[src/rtl/gate_bank_pkg.sv]
package gate_bank_pkg;

  parameter int ADDR_W         = 12;
  parameter int DATA_W         = 32;
  parameter int BANKS_PER_KIND = 2;
  localparam int NUM_REGS      = 2 * BANKS_PER_KIND;
  localparam int TOTAL_W       = BANKS_PER_KIND * DATA_W;

  localparam logic [ADDR_W-1:0] RST_BASE    = 12'h040;
  localparam logic [ADDR_W-1:0] STOP_BASE   = 12'h080;
  localparam logic [ADDR_W-1:0] BANK_STRIDE = 12'h010;
  localparam logic [ADDR_W-1:0] CLR_ALIAS   = 12'h004;
  localparam logic [ADDR_W-1:0] MISC_OFS    = 12'h0C0;
  localparam int                MISC_BIT    = 12;

  // Registers 0..BANKS_PER_KIND-1 hold reset bits, the rest hold clock-stop bits.
  typedef struct packed {
    logic [NUM_REGS-1:0] setEn;
    logic [NUM_REGS-1:0] clrEn;
    logic                miscWr;
    logic [NUM_REGS-1:0] rdBank;
    logic                rdMisc;
    logic                rdEn;
  } bankStrobe_t;

  function automatic logic [ADDR_W-1:0] regOffset(input int r);
    if (r < BANKS_PER_KIND)
      return RST_BASE + ADDR_W'(r) * BANK_STRIDE;
    else
      return STOP_BASE + ADDR_W'(r - BANKS_PER_KIND) * BANK_STRIDE;
  endfunction

endpackage

[src/rtl/gate_bank_ctrl.sv]
module gate_bank_ctrl
  import gate_bank_pkg::*;
(
  input  logic              clk,
  input  logic              rstN,
  input  logic [ADDR_W-1:0] busAddr,
  input  logic              busWrEn,
  input  logic              busRdEn,
  output bankStrobe_t       strobe
);

  logic [NUM_REGS-1:0] setHit;
  logic [NUM_REGS-1:0] clrHit;

  for (genvar r = 0; r < NUM_REGS; r++) begin : g_decode
    assign setHit[r] = (busAddr == regOffset(r));
    assign clrHit[r] = (busAddr == (regOffset(r) + CLR_ALIAS));
  end

  always_comb begin
    strobe.setEn  = busWrEn ? setHit : '0;
    strobe.clrEn  = busWrEn ? clrHit : '0;
    strobe.miscWr = busWrEn && (busAddr == MISC_OFS);
    strobe.rdBank = busRdEn ? (setHit | clrHit) : '0;
    strobe.rdMisc = busRdEn && (busAddr == MISC_OFS);
    strobe.rdEn   = busRdEn;
  end

  // at most one register is targeted by a write
  p_one_target_r8: assert property (@(posedge clk) disable iff (!rstN)
    $onehot0({strobe.setEn, strobe.clrEn, strobe.miscWr}));

  // a read never selects more than one source
  p_one_read_r6: assert property (@(posedge clk) disable iff (!rstN)
    $onehot0({strobe.rdBank, strobe.rdMisc}));

endmodule

[src/rtl/gate_bank_datapath.sv]
module gate_bank_datapath
  import gate_bank_pkg::*;
#(
  parameter int                 INV_IDX   = 14,
  parameter logic [TOTAL_W-1:0] CRIT_MASK = 64'h0000_0004_0000_0061
)(
  input  logic               clk,
  input  logic               rstN,
  input  bankStrobe_t        strobe,
  input  logic [DATA_W-1:0]  wrData,
  output logic [DATA_W-1:0]  rdData,
  output logic [TOTAL_W-1:0] resetVec,
  output logic [TOTAL_W-1:0] clkEnVec,
  output logic               uartSel
);

  localparam logic [TOTAL_W-1:0] INV_MASK  = TOTAL_W'(1) << INV_IDX;
  localparam logic [TOTAL_W-1:0] STOP_INIT = ~(CRIT_MASK ^ INV_MASK);

  logic [DATA_W-1:0]  bankQ [NUM_REGS];
  logic [TOTAL_W-1:0] stopVec;
  logic               miscQ;
  logic [DATA_W-1:0]  rdMux;

  for (genvar r = 0; r < NUM_REGS; r++) begin : g_bank
    localparam logic [DATA_W-1:0] INIT = (r < BANKS_PER_KIND) ? '1 :
      STOP_INIT[(r - BANKS_PER_KIND) * DATA_W +: DATA_W];

    always_ff @(posedge clk) begin
      if (!rstN)                 bankQ[r] <= INIT;
      else if (strobe.clrEn[r])  bankQ[r] <= bankQ[r] & ~wrData;
      else if (strobe.setEn[r])  bankQ[r] <= bankQ[r] | wrData;
    end

    // every data bit written to a set address is 1 afterwards
    p_set_r2: assert property (@(posedge clk) disable iff (!rstN)
      strobe.setEn[r] |=> ((bankQ[r] & $past(wrData)) == $past(wrData)));
    // every data bit written to a clear address is 0 afterwards
    p_clear_r3: assert property (@(posedge clk) disable iff (!rstN)
      strobe.clrEn[r] |=> ((bankQ[r] & $past(wrData)) == '0));
    // bits outside the data mask keep their value
    p_keep_r2: assert property (@(posedge clk) disable iff (!rstN)
      (strobe.setEn[r] || strobe.clrEn[r]) |=>
        ((bankQ[r] & ~$past(wrData)) == ($past(bankQ[r]) & ~$past(wrData))));

    if (r < BANKS_PER_KIND) begin : g_rst
      assign resetVec[r*DATA_W +: DATA_W] = bankQ[r];
    end else begin : g_stop
      assign stopVec[(r-BANKS_PER_KIND)*DATA_W +: DATA_W] = bankQ[r];
    end
  end

  assign clkEnVec = ~stopVec ^ INV_MASK;

  always_ff @(posedge clk) begin
    if (!rstN)              miscQ <= 1'b0;
    else if (strobe.miscWr) miscQ <= wrData[MISC_BIT];
  end
  assign uartSel = miscQ;

  always_comb begin
    rdMux = '0;
    for (int r = 0; r < NUM_REGS; r++)
      if (strobe.rdBank[r]) rdMux = rdMux | bankQ[r];
    if (strobe.rdMisc) rdMux[MISC_BIT] = miscQ;
  end

  always_ff @(posedge clk) begin
    if (!rstN)            rdData <= '0;
    else if (strobe.rdEn) rdData <= rdMux;
  end

  // the select follows bit 12 of the control-word write
  p_misc_r7: assert property (@(posedge clk) disable iff (!rstN)
    strobe.miscWr |=> (uartSel == $past(wrData[MISC_BIT])));

  // unmapped reads return zero
  p_unmapped_read_r8: assert property (@(posedge clk) disable iff (!rstN)
    (strobe.rdEn && !(|strobe.rdBank) && !strobe.rdMisc) |=> (rdData == '0));

  // read data holds between reads
  p_hold_r6: assert property (@(posedge clk) disable iff (!rstN)
    !strobe.rdEn |=> $stable(rdData));

endmodule

[src/rtl/periph_gate_bank.sv]
module periph_gate_bank
  import gate_bank_pkg::*;
#(
  parameter int                 INV_IDX   = 14,
  parameter logic [TOTAL_W-1:0] CRIT_MASK = 64'h0000_0004_0000_0061
)(
  input  logic               clk,
  input  logic               rstN,
  input  logic [ADDR_W-1:0]  busAddr,
  input  logic               busWrEn,
  input  logic [DATA_W-1:0]  busWrData,
  input  logic               busRdEn,
  output logic [DATA_W-1:0]  busRdData,
  output logic [TOTAL_W-1:0] resetVec,
  output logic [TOTAL_W-1:0] clkEnVec,
  output logic               uartDiv13Sel
);

  bankStrobe_t strobe;

  gate_bank_ctrl u_ctrl (
    .clk     (clk),
    .rstN    (rstN),
    .busAddr (busAddr),
    .busWrEn (busWrEn),
    .busRdEn (busRdEn),
    .strobe  (strobe)
  );

  gate_bank_datapath #(
    .INV_IDX   (INV_IDX),
    .CRIT_MASK (CRIT_MASK)
  ) u_dp (
    .clk      (clk),
    .rstN     (rstN),
    .strobe   (strobe),
    .wrData   (busWrData),
    .rdData   (busRdData),
    .resetVec (resetVec),
    .clkEnVec (clkEnVec),
    .uartSel  (uartDiv13Sel)
  );

  // no write means no output change
  p_quiet_r8: assert property (@(posedge clk) disable iff (!rstN)
    !busWrEn |=> ($stable(resetVec) && $stable(clkEnVec) && $stable(uartDiv13Sel)));

endmodule

[config.mk]
export PLATFORM = sky130hd
export DESIGN_NAME = periph_gate_bank
export DESIGN_NICKNAME = d
export VERILOG_FILES = /design/src/rtl/gate_bank_pkg.sv /design/src/rtl/gate_bank_ctrl.sv /design/src/rtl/gate_bank_datapath.sv /design/src/rtl/periph_gate_bank.sv
export SDC_FILE = /design/constraint.sdc
export NUM_CORES = 1
export LEC_CHECK = 0
export BUFFER_PORTS_ARGS = -buffer_cell sky130_fd_sc_hd__clkbuf_2
export CELL_PAD_IN_SITES_DETAIL_PLACEMENT = 2
export CELL_PAD_IN_SITES_GLOBAL_PLACEMENT = 2
export CORE_AREA = 2 2 170 172
export CTS_BUF_LIST = sky130_fd_sc_hd__clkbuf_16
export CTS_CLUSTER_SIZE = 10
export DETAILED_ROUTE_END_ITERATION = 8
export DIE_AREA = 0 0 172 174
export PLACE_DENSITY_LB_ADDON = 0.1
export SLEW_MARGIN = 10
export SYNTH_ARGS = -nofsm -noshare
export SYNTH_HDL_FRONTEND = slang
export SYNTH_SLANG_ARGS = --single-unit
[constraint.sdc]
create_clock -name clk -period 3.9 [get_ports clk]
set_input_delay 0.195 -clock clk [delete_from_list [all_inputs] [get_ports clk]]
set_output_delay 0.195 -clock clk [all_outputs]
set_load 0.01 [all_outputs]
==> run_results.csv <==
group,metric,value,unit
sta,setup_tns,0,ps
sta,rsz0062_at_grt,"no",
finish,fin_nets,1009,
clock_network,cts_setup_buffers,0,
drt,post_drt_wl_per_cell,23.48,um
min_path,min-delay-start,"busWrData[12]",
floorplan,start_util,29.28,%
worst_setup_path,cp-end-kind,"flop",
floorplan,pin_count,209,
sta,post-route-period-util,57.85,%
clock_network,cts_max_level,4,
logic_synthesis,avgSynthCellArea,10.41,um^2
sta,setup_ws,1644,ps
finish,syn2layout_area_growth,24.57,%
floorplan,die_x,172,um
placement,dpl.hpwl,21640,um
placement,port_buffers,208,
clock_network,cts_tree,"yes",
drt,drt_wl_total,31960,um
logic_synthesis,yosysTopAreaCell,"edfxtp_1",
power,power-per-cell-area,372.7,nW/um^2
global_route,track_usage,21.72,%
clock_network,numCtsBuffers,17,
logic_synthesis,synth_cell_types,41,
drt,vias_per_cell,5.070,
placement,dp_slack,1190,ps
logic_synthesis,synth_edf_count,128,
sta,finalSetupViolCount,0,
flow_run,maxCapViolCount,0,
global_route,grt_pass1_wl,47970,um
global_route,grt_antenna_before_repair,3,
clock_network,cts_sinks,161,
power,p_sw,947.3,uW
logic_synthesis,synth_common_cells,"153 x nand2_1, 128 x edfxtp_1, 66 x inv_1",
global_route,grt_max_degree,45,
min_path,hold-path-cell-count,3,
finish,regArea,4504,um^2
finish,multi_input_area,3232,um^2
logic_synthesis,ys_warn_count,0,
finish,drive_above_1_share,28.85,%
clock_network,path_clk_slew,70,ps
finish,finalNonFillerCells,1361,
sta,maxSlewHeadroom,32.25,%
clock_network,postCtsHoldBufs,0,
global_route,grt-ovfl-total,0,
floorplan,die_y,174,um
sta,fin_skew,11.74,ps
drt,drtIter0Drc,426,
drt,drc,0,
sta,finalMaxSlewViolations,0,
finish,fillers,3164,
sta,final-hold-violation-count,0,
power,power_frac_clock,44.8,%
placement,gp_congestion,0.7441,
power,p_total,3.839,mW
status,status,"finished clean",
sta,max_slew.worst_pin.slew,1013,ps
sta,whs,111.0,ps
sta,fmax,443.2,MHz
clock_network,cts-root-buf,"clkbuf_16",
power,leakage,3.928,nW
worst_setup_path,arrival,2550,ps
worst_setup_path,rrSetupSlack,2690,ps
power,swShare,24.67,%
logic_synthesis,synthCells,794,
power,comb_power_share,6.6,%
clock_network,cts_resized,0,
clock_network,clockBufferDepth,2,
sta,period_minus_slack,2256,ps
drt,drtPass1Iterations,5,
logic_synthesis,synth_seq_cells,161,
logic_synthesis,synth_most_common_cell,"nand2_1",
logic_synthesis,yosysTopAreaCellShare,46.48,%
worst_setup_path,rr_worst_depth,4,
worst_setup_path,cp-start-kind,"primary input",
min_path,hold_class,"primary input to flop",
logic_synthesis,yosys_most_used_dff,"edfxtp_1",
logic_synthesis,seq_area_frac_synth,54.47,%
floorplan,rows,62,
power,power_frac_seq,48.6,%
power,p_int,2.892,mW
clock_network,clock_latency,430,ps
logic_synthesis,netlist_area,8269,um^2
drt,vias,6900,
power,vdd_drop_max,0.1984,mV
worst_setup_path,worstSetupPathType,"primary input to flop",
logic_synthesis,ys_async_sr_fraction,0,%
worst_setup_path,timing.rr.end,"u_dp.rdData[12]",
logic_synthesis,synthTopCellsByArea,"edfxtp_1 46%, dfxtp_1 8.0%, mux2i_1 7.3%",
floorplan,core-area,28240,um^2
worst_setup_path,r2r-start,"u_dp.bankQ[1][12]",
logic_synthesis,syn_nets,842,
global_route,grt_pass1_vias,7352,
placement,placedCellCount,1326,
worst_setup_path,required,4190,ps
min_path,min_to,"u_dp.uartSel",
drt,ant_nets,0,
worst_setup_path,worstPathMaxFanout,24,
floorplan,dieArea,29930,um^2
==> logic make-up after synthesis <==
| kind of cell | Yosys count | synth area share [%] |
|---|---|---|
| multiplexers | 60 | 7.263 |
| AND/OR/NAND/NOR | 222 | 13.04 |
| flip-flops | 161 | 54.47 |
| AO/OA/AOI/OAI | 201 | 17.73 |
| buffers and inverters | 150 | 7.490 |
==> per-layer routing <==
layer	wire length [um]	global-route usage, %
met4	435	5.147
met2	15220	35.24
met1	14720	30.09
met5	0	0
met3	1590	3.871
==> cell usage in the layout, fill, tap and decap left out, types with 3 or more instances in the layout <==
cell type,n
clkbuf_16,17
nor4b_4,3
a211o_1,33
diode_2,3
clkbuf_2,208
o21ai_0,19
a22oi_1,19
o211ai_1,59
nor4_4,3
nand3b_1,5
buf_4,22
nand2_2,3
clkinv_4,4
nor2_1,5
o21ai_1,12
edfxtp_1,128
nand2_1,150
a31oi_1,20
mux2i_1,60
dfxtp_1,33
nor2b_1,33
o21a_1,20
inv_6,4
inv_1,67
o22a_1,12
==> critical path, stage by stage <==
cell	delay, ps
clkbuf_2	420
nand3b_1	440
nor4_4	800
buf_4	460
mux2i_1	130
nand2_1	90
==> worst max-delay path by stage <==
stage                     slack (ps)                end        from  cells after the start
after floorplan                  130   u_dp.bankQ[3][0]  busAddr[4]                      5
after global placement          1230  u_dp.bankQ[1][19]  busAddr[4]                      6
after detailed placement        1190  u_dp.bankQ[0][14]  busAddr[4]                      6
after CTS                       1610   u_dp.bankQ[1][4]        rstN                      6
after global routing            1500   u_dp.bankQ[1][2]  busAddr[4]                      6
final                           1640   u_dp.bankQ[1][2]        rstN                      6
==> per-stage QoR <==
stage,cell area [um^2],util [%]
after floorplan,8269,-
after CTS,10290,36.45
final,10300,36.48
after detailed placement,9711,34.39
after global routing,10300,36.46
after global placement,9711,34.39
==> flip-flops by register name (all words and copies together), names as in the netlist <==
name / flops
u_dp.rdData: 32
u_dp.bankQ: 128
u_dp.uartSel: 1
==> final cells by class <==
class | instances | area share, %
tap | 384 | 4.664
multi-input combinational | 483 | 31.37
timing repair buffer | 232 | 12.10
clock inverter | 15 | 1.530
antenna | 3 | 0.07288
clock buffer | 17 | 4.130
sequential | 161 | 43.73
inverter | 66 | 2.405
==> power by group through the flow <==
| stage | clock network (mW) | registers, mW | logic, mW |
|---|---|---|---|
| after global placement | 0 | 1.90 | 0.252 |
| after CTS | 1.76 | 1.87 | 0.257 |
| after detailed placement | 0 | 1.90 | 0.255 |
| after global routing | 1.82 | 1.87 | 0.278 |
| final | 1.72 | 1.87 | 0.253 |
| after floorplan | 0 | 1.91 | 0.146 |
Power figures use the tool's default switching activity.
